### config.mk
export PLATFORM = sky130hd
export DESIGN_NAME = quad_decoder
export DESIGN_NICKNAME = d
export VERILOG_FILES = /design/src/rtl/qd_pkg.sv /design/src/rtl/qd_chan_sampler.sv /design/src/rtl/qd_step_decode.sv /design/src/rtl/qd_pos_counter.sv /design/src/rtl/quad_decoder.sv
export SDC_FILE = /design/constraint.sdc
export NUM_CORES = 1
export LEC_CHECK = 0
export BUFFER_PORTS_ARGS = -buffer_cell sky130_fd_sc_hd__buf_2
export CAP_MARGIN = 30
export CELL_PAD_IN_SITES_DETAIL_PLACEMENT = 1
export CELL_PAD_IN_SITES_GLOBAL_PLACEMENT = 2
export CORE_MARGIN = 2
export CORE_UTILIZATION = 29
export CTS_CLUSTER_DIAMETER = 40
export CTS_CLUSTER_SIZE = 16
export DETAILED_ROUTE_END_ITERATION = 12
export HOLD_SLACK_MARGIN = 0.06
export PLACE_DENSITY = 0.8
export SLEW_MARGIN = 30
export SYNTH_ARGS = -nofsm -noshare
export SYNTH_HDL_FRONTEND = slang
export SYNTH_SLANG_ARGS = --single-unit
### constraint.sdc
create_clock -name clk -period 2.95 [get_ports clk]
set_clock_uncertainty 0.05 [all_clocks]
set_input_delay 0.1475 -clock clk [delete_from_list [all_inputs] [get_ports clk]]
set_output_delay 0.1475 -clock clk [all_outputs]
set_load 0.05 [all_outputs]
### src/rtl/qd_pkg.sv
package qd_pkg;

    localparam int NUM_CH = 2;

    typedef enum int {
        CH_LEAD = 0,
        CH_LAG  = 1
    } qd_chan_e;

    // Result of one clock of step decoding
    typedef struct packed {
        logic en;     // exactly one channel moved
        logic up;     // direction of that move
        logic clash;  // both channels moved together
    } qd_step_t;

endpackage

### src/rtl/qd_chan_sampler.sv
module qd_chan_sampler #(
    parameter int SYNC_STAGES = 1
) (
    input  logic clk,
    input  logic rst,
    input  logic raw,
    output logic cur,
    output logic dly
);

    typedef struct packed {
        logic [SYNC_STAGES-1:0] sync;
        logic                   cur;
        logic                   dly;
    } smp_t;

    smp_t st_d, st_q;

    always_comb begin
        st_d = st_q;
        if (rst) begin
            st_d.sync = {SYNC_STAGES{raw}};
            st_d.cur  = raw;
            st_d.dly  = raw;
        end else begin
            st_d.sync[0] = raw;
            for (int i = 1; i < SYNC_STAGES; i++) begin
                st_d.sync[i] = st_q.sync[i-1];
            end
            st_d.cur = st_q.sync[SYNC_STAGES-1];
            st_d.dly = st_q.cur;
        end
    end

    always_ff @(posedge clk) begin
        st_q <= st_d;
    end

    assign cur = st_q.cur;
    assign dly = st_q.dly;

endmodule

### src/rtl/qd_step_decode.sv
module qd_step_decode
    import qd_pkg::*;
(
    input  logic     lead_cur,
    input  logic     lead_dly,
    input  logic     lag_cur,
    input  logic     lag_dly,
    output qd_step_t step
);

    logic lead_moved;
    logic lag_moved;

    always_comb begin
        lead_moved = lead_cur ^ lead_dly;
        lag_moved  = lag_cur ^ lag_dly;
        step.en    = lead_moved ^ lag_moved;
        step.up    = lead_cur ^ lag_dly;
        step.clash = lead_moved & lag_moved;
    end

endmodule

### src/rtl/qd_pos_counter.sv
module qd_pos_counter
    import qd_pkg::*;
#(
    parameter int POS_W = 16
) (
    input  logic             clk,
    input  logic             rst,
    input  qd_step_t         step,
    output logic [POS_W-1:0] position,
    output logic             err
);

    localparam logic [POS_W-1:0] ONE = POS_W'(1);

    typedef struct packed {
        logic [POS_W-1:0] pos;
        logic             err;
    } cnt_t;

    cnt_t st_d, st_q;

    always_comb begin
        st_d = st_q;
        if (rst) begin
            st_d.pos = '0;
            st_d.err = 1'b0;
        end else begin
            if (step.en) begin
                st_d.pos = step.up ? st_q.pos + ONE : st_q.pos - ONE;
            end
            if (step.clash) begin
                st_d.err = 1'b1;
            end
        end
    end

    always_ff @(posedge clk) begin
        st_q <= st_d;
    end

    assign position = st_q.pos;
    assign err      = st_q.err;

endmodule

### src/rtl/quad_decoder.sv
module quad_decoder
    import qd_pkg::*;
#(
    parameter int POS_W       = 16,
    parameter int SYNC_STAGES = 1
) (
    input  logic             clk,
    input  logic             rst,
    input  logic             lead_in,
    input  logic             lag_in,
    output logic             cnt_en,
    output logic             dir_up,
    output logic [POS_W-1:0] position,
    output logic             step_err
);

    logic [NUM_CH-1:0] raw_ch;
    logic [NUM_CH-1:0] cur_ch;
    logic [NUM_CH-1:0] dly_ch;
    qd_step_t          step;

    assign raw_ch[CH_LEAD] = lead_in;
    assign raw_ch[CH_LAG]  = lag_in;

    for (genvar c = 0; c < NUM_CH; c++) begin : g_ch
        qd_chan_sampler #(
            .SYNC_STAGES(SYNC_STAGES)
        ) u_smp (
            .clk(clk),
            .rst(rst),
            .raw(raw_ch[c]),
            .cur(cur_ch[c]),
            .dly(dly_ch[c])
        );
    end

    qd_step_decode u_dec (
        .lead_cur(cur_ch[CH_LEAD]),
        .lead_dly(dly_ch[CH_LEAD]),
        .lag_cur (cur_ch[CH_LAG]),
        .lag_dly (dly_ch[CH_LAG]),
        .step    (step)
    );

    qd_pos_counter #(
        .POS_W(POS_W)
    ) u_cnt (
        .clk     (clk),
        .rst     (rst),
        .step    (step),
        .position(position),
        .err     (step_err)
    );

    assign cnt_en = step.en;
    assign dir_up = step.up;

endmodule

==> impl_results.md, run 1 <==
- IO Pins: 23
- Setup TNS: 0 ns
- WHS: 0.263 ns
- Die width: 74.8 um
- Worst path buffer plus inverter count: 1
- R2R setup slack: 0.31 ns
- Most numerous cell in the Yosys netlist: dfxtp_1
- Post-Route WL: ~4000 um
- Switching power: 0.00116 W
- Vias in the first global route: 1412
- Sequential Power Share: 0.298
- Worst R2R Path Depth: 9
- Final nets: 203
- Gpl congestion: 0.812
- WP depth: 9
- Delay-heaviest family, CP: simple AND/OR/NAND/NOR gates
- DP Wirelength: 2790 um
- Mapped cell area: 0.00146 sq mm
- Pwr/cell area: 1270 mW/mm^2
- FMAX: between 0.3 and 0.4 GHz
- Async set-reset flop share out of synthesis: 0
- Post-route ant nets: 0
- Gate power share: 0.601
- Clk root buf: clkbuf_8
- Sequential share of the synthesized area: 0.316
- Initial antenna violation count: 0
- Synth area leaders: dfxtp_1 32%, o21ai_0 5.5%, xor2_1 5.4%
- Critical path class: register to register
- DRT iter0 DRCs: 65
- Clock share of power: 0.101
- CP arrival: 2.77 ns
- Register area: 460 sq um
- #FFs+latches synth: 23
- Postcts setup bufs: 0
- Slowest CP cell: or4_1
- Post-CTS sizing: 0
- Largest net degree at the start of global routing: 30
- Critical Path Max Stage Delay: 0.50 ns
- Row count: 25
- Reg-to-Reg End: u_cnt.position[10]$_SDFFE_PP0P_
- Die area: 0.00560 sq mm
- Skew-Pair Late Insertion Delay: roughly 0.28 ns
- CP endpoint kind: register
- H-tree depth: 1
- Port bufs: 22
- Hold Path Class: input pin to register
- Max Cap Violations: 0
- Area growth from synthesis to layout: 14.8%
- Clk buf depth: 2
- Yosys Warn Count: 0
- Type of origin of the critical path: register
- Hold-fix buffers, CTS: 2
- Syn Nets: 185
- Critical Path Start: g_ch[0].u_smp.cur$_DFF_P_
- Pint: 0.000957 W
- Status: finished clean
- Switch share: 0.547
- Core Box Area: 0.00479 sq mm
- Critical Path, Cell by Cell: xnor2_2, inv_1, xnor2_1, ha_1, or4_1, or4b_1, mux2i_1, a21oi_1, a31o_1
- Cells after Synth: 179
- Total CTS buffers: 3
- Final setup fails: 0
- Initial core utilization: 0.304
- DR pass1 iterations: 4
- Area occupied by multi-input gates: 895 sq um
- Die Span Y: approximately 75 um
- First-pass GRT wire length: 6820 um
- Worst reg2reg path startpoint: g_ch[0].u_smp.cur$_DFF_P_
- Drt wl/cell: 15.1 um
- Slew Limit Fails: 0
- Total number of vias: approximately 1400
- Total global-route track usage: 0.159
- Netlist cell types: 44
- Minimum clock period: 2.64 ns
- Post-synth top cells: 23 x dfxtp_1, 19 x nor2_1, 16 x o21ai_0
- CTS Sinks: 23
- Unrepaired setup endpoints after global routing: false
- Fillers: a little over 600
- Number of flops mapped to enable cells by yosys: 0
- Rel. slew slack: 0.556
- Cell area after layout: 0.00167 sq mm
- Final period util: 0.896
- Ys flop type: dfxtp_1
- Largest area contributor in the netlist: dfxtp_1
- Maximum VDD drop: 0.487 mV
- Overflow after GRT: 0
- Placement Cell Area: 0.00160 sq mm
- Worst Setup EP: u_cnt.position[10]$_SDFFE_PP0P_
- Diode count: 0
- Final Util: 0.349
- Hold Vio Cnt, Final: 0
- Vias per cell: 5.27
- Reg clk slew, reported paths: 0.09 ns
- DRC viols: 0
- Worst Path Required: 3.08 ns
- Yosys top cell area share: 0.316
- Share of layout cells above drive strength 1: 0.199
- Synth Area per Inst: a little over 8 sq um
- Max FO, Critical Path: 6
- Leakage power: 0.716 nW
- CTS tree: built
- Worst slew pin tran: 0.660 ns
## flip-flops by register name, summed over array words and instances, names as in the netlist
name / count
u_cnt.err: 1
g_ch.u_smp.st_q: 2
g_ch.u_smp.cur: 2
g_ch.u_smp.dly: 2
u_cnt.position: 16
## cell families (layout without fill, tap and decap cells)
kind of cell | Yosys count | count (layout) | synth area share
fa+ha+maj | 2 | 2 | 0.0172
compound gates | 31 | 31 | 0.144
simple gates | 82 | 82 | 0.329
buf+inv | 22 | 39 | 0.0688
flops | 23 | 23 | 0.316
xor+xnor | 14 | 14 | 0.0894
mux | 5 | 5 | 0.0353
## per-layer routing
layer | GRT usage | share of wire
met2 | 0.259 | 0.48
met5 | 0 | 0
met4 | 0.0456 | 0.0091
met1 | 0.209 | 0.47
met3 | 0.0375 | 0.046
## layout by cell type (no fill, tap or decap), drive strengths merged, types with 2 or more instances in the layout
cell,Yosys,final
buf,7,25
dfxtp,23,23
nor2,19,19
o21ai,16,16
nor4,11,11
nor3,10,10
xor2,9,9
nand2,9,9
inv,8,8
nand4,5,5
xnor2,5,5
nor4b,4,4
mux2i,4,4
a21oi,4,4
or3,4,4
and4,4,4
nand2b,3,3
clkbuf,7,3
or4,3,3
and2,2,2
o21bai,2,2
or4b,2,2
a22oi,2,2
nor2b,2,2
ha,2,2
dlygate4sd3,0,2
## final cells by class
| cell class | count | area share |
|---|---|---|
| clock inverter | 1 | 0.00449 |
| multi-input combinational | 134 | 0.536 |
| clock buffer | 3 | 0.0247 |
| inverter | 8 | 0.0180 |
| sequential | 23 | 0.276 |
| tap | 67 | 0.0502 |
| timing repair buffer | 27 | 0.0914 |
## metrics by stage
| step | setup slack [ns] | power [W] | cells |
|---|---|---|---|
| finish | 0.307 | 0.00211 | 263 |
| global route | 0.128 | 0.00229 | 263 |
| CTS | 0.304 | 0.00214 | 263 |
| detailed placement | 0.322 | 0.00191 | 257 |
| global placement | 0.410 | 0.00189 | 257 |
| floorplan | 0.0412 | 0.00164 | 179 |
## worst register-to-register path, stage by stage (launching register included)
cell	delay [ns]
dfxtp_1	0.41
xnor2_2	0.14
inv_1	0.08
xnor2_1	0.13
ha_1	0.24
or4_1	0.50
or4b_1	0.49
mux2i_1	0.20
a21oi_1	0.10
a31o_1	0.19
## power groups by stage
stage | logic, W | registers [W] | clock network (W)
6_report | 0.00127 | 0.000630 | 0.000214
3_3_place_gp | 0.00125 | 0.000640 | 0
4_1_cts | 0.00127 | 0.000635 | 0.000227
5_1_grt | 0.00138 | 0.000670 | 0.000238
3_5_place_dp | 0.00127 | 0.000643 | 0
2_1_floorplan | 0.000795 | 0.000847 | 0
## worst min path at each step
stage                        from  depth (start not counted)  slack, ns                         endpoint
after floorplan           lead_in                          0       0.13    g_ch[0].u_smp.st_q[2]$_DFF_P_
after global placement     lag_in                          1       0.21    g_ch[1].u_smp.st_q[2]$_DFF_P_
after detailed placement  lead_in                          1       0.22    g_ch[0].u_smp.st_q[2]$_DFF_P_
after CTS                     rst                          2       0.27  u_cnt.position[12]$_SDFFE_PP0P_
after global routing          rst                          2       0.30           u_cnt.err$_SDFFE_PP0P_
final                         rst                          2       0.26   u_cnt.position[4]$_SDFFE_PP0P_
No activity file was read; power rests on OpenSTA's default activity.
==> run 2: changes to the inputs <==
- RECOVER_POWER: not set -> 50
==> run 2 against run 1 <==
Compared with the run above:
- register-to-register slack is essentially flat
- setup slack improved by 0.00072 ns
- first-iteration DRC count increased by 4.6%
- critical path depth stayed put
- sequential share of layout area up 0.29 points
- sequential power is essentially flat
- critical endpoint unchanged
- largest power group unchanged
==> impl_results.md, run 2 (same netlist as run 1, synthesis figures left out) <==
- Status: finished clean
- Gate power share: 0.596 (-0.005)
- Commonest cells after routing, fill and taps aside: 23 x dfxtp_1, 19 x nor2_1, 16 x o21ai_0
- Setup TNS: 0 ns (unchanged)
- DR pass1 iterations: 4 (unchanged)
- H-tree depth: 1 (unchanged)
- Slew Limit Fails: 0 (unchanged)
- Switching power: 0.00116 W (+0.50%)
- DRT iter0 DRCs: 68 (+4.6%)
- Gpl congestion: 0.812 (unchanged)
- Commonest non-fill, non-tap cell in the layout: dfxtp_1
- DRC viols: 0 (unchanged)
- Initial core utilization: 0.304 (unchanged)
- CTS tree: built
- Unrepaired setup endpoints after global routing: false
- Minimum clock period: 2.64 ns (-0.000725 ns)
- Clock share of power: 0.102 (about the same)
- Die Span Y: 74.8 um (unchanged)
- Final nets: 203 (unchanged)
- Row count: 25 (unchanged)
- Total global-route track usage: 0.159 (unchanged)
- Hold-fix buffers, CTS: 2 (unchanged)
- Diode count: 0 (unchanged)
- Total number of vias: 1395 (+0.65%)
- Maximum VDD drop: 0.471 mV (-3.3%)
- Area growth from synthesis to layout: 13.6%
- Port bufs: 22 (unchanged)
- IO Pins: 23 (unchanged)
- Pwr/cell area: 1270 mW/mm^2 (+0.36%)
- Clk buf depth: 2 (unchanged)
- Post-route ant nets: 0 (unchanged)
- Max FO, Critical Path: 6 (unchanged)
- Clk root buf: clkbuf_8
- Placed insts: 257 (unchanged)
- Largest net degree at the start of global routing: 30 (unchanged)
- FMAX: 0.378 GHz (about the same)
- Skew-Pair Late Insertion Delay: 0.28 ns (about the same)
- Vias in the first global route: 1412 (unchanged)
- CTS Sinks: 23 (unchanged)
- CP endpoint kind: register
- Share of layout cells above drive strength 1: 0.128 (-0.0714)
- CP arrival: 2.77 ns (about the same)
- Drt wl/cell: 15.2 um (+0.60%)
- Total CTS buffers: 3 (unchanged)
- Vias per cell: 5.30 (+0.65%)
- Postcts setup bufs: 0 (unchanged)
- Final setup fails: 0 (unchanged)
- DP Wirelength: 2790 um (unchanged)
- Post-Route WL: 4000 um (+0.60%)
- Pint: 0.000937 W (-2.1%)
- Final period util: 0.896 (about the same)
- Overflow after GRT: 0 (unchanged)
- Hold Vio Cnt, Final: 0 (unchanged)
- Type of origin of the critical path: register
- Post-CTS sizing: 0 (unchanged)
- Die width: 74.8 um (unchanged)
- Worst Path Required: 3.08 ns (about the same)
- Initial antenna violation count: 0 (unchanged)
- Max Cap Violations: 0 (unchanged)
- Leakage power: 0.660 nW (-7.9%)
- First-pass GRT wire length: 6820 um (unchanged)
- Critical path class: register to register
- Die area: 0.00560 sq mm (unchanged)
- Max reg flops: 16 (unchanged)
- Rel. slew slack: 0.555 (-0.000701)
- Switch share: 0.554 (+0.00657)
- Hold Path Class: input pin to register
- Final Util: 0.345 (-0.00366)
- Worst slew pin tran: 0.662 ns (+0.00104 ns)
- Final Instance Count excl. Fillers: 263 (unchanged)
- Reg clk slew, reported paths: 0.09 ns (about the same)
- Sequential Power Share: 0.302 (+0.004)
- Core Box Area: 0.00479 sq mm (unchanged)
- R2R setup slack: 0.31 ns (about the same)
- WHS: 0.261 ns (-0.00157 ns)
-- run 2: critical path: stages, from the launching register on --
cell	delay [ns]
dfxtp_1	0.41
xnor2_2	0.14
inv_1	0.08
xnor2_1	0.13
ha_1	0.24
or4_1	0.50
or4b_1	0.49
mux2i_1	0.20
a21oi_1	0.10
a31o_1	0.19
-- run 2: power by group through the flow --
stage | clock (W) | combinational (W) | sequential, W
after floorplan | 0 | 0.000795 | 0.000847
after CTS | 0.000227 | 0.00127 | 0.000635
final | 0.000215 | 0.00125 | 0.000633
after global placement | 0 | 0.00125 | 0.000640
after detailed placement | 0 | 0.00127 | 0.000643
after global routing | 0.000238 | 0.00136 | 0.000672
-- run 2: final timing paths --
path                                               startpoint                               to  cells after the start
worst max register to register      g_ch[0].u_smp.cur$_DFF_P_  u_cnt.position[10]$_SDFFE_PP0P_                      9
worst min register to register  g_ch[1].u_smp.st_q[2]$_DFF_P_        g_ch[1].u_smp.cur$_DFF_P_                      2
worst max-delay path                g_ch[0].u_smp.cur$_DFF_P_  u_cnt.position[10]$_SDFFE_PP0P_                      9
worst min-delay path                                      rst   u_cnt.position[2]$_SDFFE_PP0P_                      2
-- run 2: area by class of cell --
type | instances | area [sq um]
Fill cell | 614 | 3130
Timing Repair Buffer | 27 | 135
Inverter | 8 | 30.0
Clock buffer | 3 | 41.3
Clock inverter | 1 | 7.51
Sequential cell | 23 | 460
Multi-Input combinational cell | 134 | 895
Tap cell | 67 | 83.8
-- run 2: metal layers --
layer | vias up | global-route usage | routed length (um)
li1 | 681 | - | -
met1 | 682 | 0.209 | 1890
met2 | 27 | 0.259 | 1890
met3 | 5 | 0.0375 | 182
met4 | 0 | 0.0456 | 36
met5 | - | 0 | 0
-- run 2: stage by stage --
step | cell area [sq um] | setup WS (ns) | power [W]
after floorplan | 1460 | 0.0412 | 0.00164
after detailed placement | 1600 | 0.322 | 0.00191
final | 1650 | 0.308 | 0.00210
after CTS | 1670 | 0.304 | 0.00214
after global placement | 1600 | 0.410 | 0.00189
after global routing | 1650 | 0.128 | 0.00227
==> run 3: changes to the inputs <==
- CORE_MARGIN: 2 -> not set
- CORE_UTILIZATION: 29 -> 31
- CTS_BUF_LIST: not set -> sky130_fd_sc_hd__clkbuf_8
- PLACE_DENSITY: 0.8 -> 0.85
==> run 3 against run 2 <==
Compared with the run above:
- the flow now finishes with violations (design-rule violations)
- sequential share of layout area up 0.32 points
- utilization up 2.2 points
- setup slack better by 0.0073 ns
- combinational power about the same
- die area down 11%
- non-clock buffer count unchanged
- final area down 1.1%
- global-route usage up 0.078 points
==> impl_results.md, run 3 (same netlist as run 1, synthesis figures left out) <==
- Status: complete, but fails checks
- Failing checks: design-rule violations
- Final nets: 203 (unchanged)
- First-pass GRT wire length: 6200 um (-9.1%)
- Initial core utilization: 0.327 (+0.0234)
- Vias in the first global route: 1256 (-11%)
- Commonest cells after routing, fill and taps aside: 23 x dfxtp_1, 19 x nor2_1, 16 x o21ai_0
- Setup TNS: 0 ns (unchanged)
- Placement Cell Area: 0.00158 sq mm (-1.2%)
- IO Pins: 23 (unchanged)
- Hold Vio Cnt, Final: 0 (unchanged)
- Reg clk slew, reported paths: 0.09 ns (about the same)
- Final Util: 0.368 (+0.0223)
- WHS: 0.272 ns (+0.0105 ns)
- Gr busiest metal: met2
- FMAX: 0.379 GHz (+0.28%)
- GR Util met1: 0.219 (+0.0103)
- DP Wirelength: 2620 um (-5.9%)
- Slew Limit Fails: 0 (unchanged)
- Die area: 0.00497 sq mm (-11%)
- Gpl congestion: 0.859 (+5.8%)
- Final setup fails: 0 (unchanged)
- Grt met3 use: 0.0216 (-0.0158)
- Final period util: 0.893 (-0.00246)
- Worst Path Required: 3.07 ns (about the same)
- Maximum VDD drop: 0.375 mV (-20%)
- Clk buf depth: 2 (unchanged)
- HP Start: rst
- Worst slew pin tran: 0.597 ns (-0.0641 ns)
- Final Power: 0.00208 W (-1.0%)
- Row count: 24 (-4.0%)
- Post-CTS sizing: 0 (unchanged)
- DR pass1 iterations: 9 (+5)
- Worst reg2reg path startpoint: g_ch[0].u_smp.cur$_DFF_P_
- Worst R2R Path Depth: 9 (unchanged)
- Max Cap Violations: 0 (unchanged)
- Post-route ant nets: 0 (unchanged)
- Post-Route WL: 3700 um (-7.4%)
- CTS Sinks: 23 (unchanged)
- Port bufs: 22 (unchanged)
- Cell area after layout: 0.00163 sq mm (-1.1%)
- Area growth from synthesis to layout: 12.3%
- R2R setup slack: 0.31 ns (about the same)
- Clk root buf: clkbuf_8
- H-tree depth: 1 (unchanged)
- Die width: 70.5 um (-5.8%)
- Die Span Y: 70.5 um (-5.8%)
- Commonest non-fill, non-tap cell in the layout: dfxtp_1
- DRC viols: 6 (+6)
- Reg-to-Reg End: u_cnt.position[10]$_SDFFE_PP0P_
- Total CTS buffers: 3 (unchanged)
- Type of origin of the critical path: register
- CP arrival: 2.76 ns (about the same)
- Hold Path Sink: u_cnt.position[4]$_SDFFE_PP0P_
- Max FO, Critical Path: 6 (unchanged)
- Total number of vias: 1348 (-3.4%)
- Hold Path Class: input pin to register
- Overflow after GRT: 0 (unchanged)
- Rel. slew slack: 0.603 (+0.0485)
- Minimum clock period: 2.64 ns (-0.00726 ns)
- CP endpoint kind: register
- Hold-fix buffers, CTS: 2 (unchanged)
- Core Box Area: 0.00444 sq mm (-7.1%)
- Worst hold path cell count: 2 (unchanged)
- Largest net degree at the start of global routing: 30 (unchanged)
- Max reg flops: 16 (unchanged)
- CTS tree: built
- Pwr/cell area: 1270 mW/mm^2 (+0.11%)
- Leakage power: 0.660 nW (about the same)
- Diode count: 0 (unchanged)
- Met2 GRT Util: 0.257 (-0.00252)
- Vias per cell: 5.44 (+2.5%)
- Skew-Pair Late Insertion Delay: 0.27 ns (about the same)
- Unrepaired setup endpoints after global routing: false
- DRT iter0 DRCs: 81 (+19%)
- Share of layout cells above drive strength 1: 0.128 (unchanged)
- Critical path class: register to register
- Total global-route track usage: 0.159 (+0.000782)
- Initial antenna violation count: 0 (unchanged)
- Postcts setup bufs: 0 (unchanged)
- Drt wl/cell: 14.9 um (-1.8%)
run 3: report_power, final:
group	internal (W)	switching [W]
combinational	0.000428	0.000807
clock	0.0000959	0.000115
sequential	0.000413	0.000220
total	0.000937	0.00114
run 3: cell type report:
cell class	instances	area, sq um
Clock buffer	3	41.3
Clock inverter	1	7.51
Fill cell	560	2810
Inverter	8	30.0
Multi-Input combinational cell	134	895
Sequential cell	23	460
Tap cell	52	65.1
Timing Repair Buffer	27	135
run 3: layer usage:
layer / wire [um] / vias up
met5: 0 / -
met4: 51 / 0
met3: 86 / 5
met2: 1720 / 15
met1: 1840 / 648
li1: - / 680
run 3: worst max-delay path by stage:
stage,start,endpoint,slack [ns],depth (start not counted)
3_5_place_dp,g_ch[0].u_smp.cur$_DFF_P_,u_cnt.position[10]$_SDFFE_PP0P_,0.33,9
3_3_place_gp,g_ch[0].u_smp.cur$_DFF_P_,u_cnt.position[10]$_SDFFE_PP0P_,0.41,9
2_1_floorplan,g_ch[0].u_smp.cur$_DFF_P_,u_cnt.position[10]$_SDFFE_PP0P_,0.04,11
4_1_cts,g_ch[0].u_smp.cur$_DFF_P_,u_cnt.position[10]$_SDFFE_PP0P_,0.31,9
5_1_grt,g_ch[0].u_smp.cur$_DFF_P_,u_cnt.position[10]$_SDFFE_PP0P_,0.13,9
6_report,g_ch[0].u_smp.cur$_DFF_P_,u_cnt.position[10]$_SDFFE_PP0P_,0.31,9
run 3: per-stage QoR:
step / worst slack [ns] / instances
2_1_floorplan: 0.0412 / 179
3_3_place_gp: 0.412 / 242
3_5_place_dp: 0.332 / 242
4_1_cts: 0.306 / 248
5_1_grt: 0.135 / 248
6_report: 0.315 / 248
run 3: critical path, cell delays in order (launching register included):
cell and delay (ns):
dfxtp_1 0.43, xnor2_2 0.14, inv_1 0.08, xnor2_1 0.12, ha_1 0.24, or4_1 0.49
or4b_1 0.48, mux2i_1 0.21, a21oi_1 0.10, a31o_1 0.19
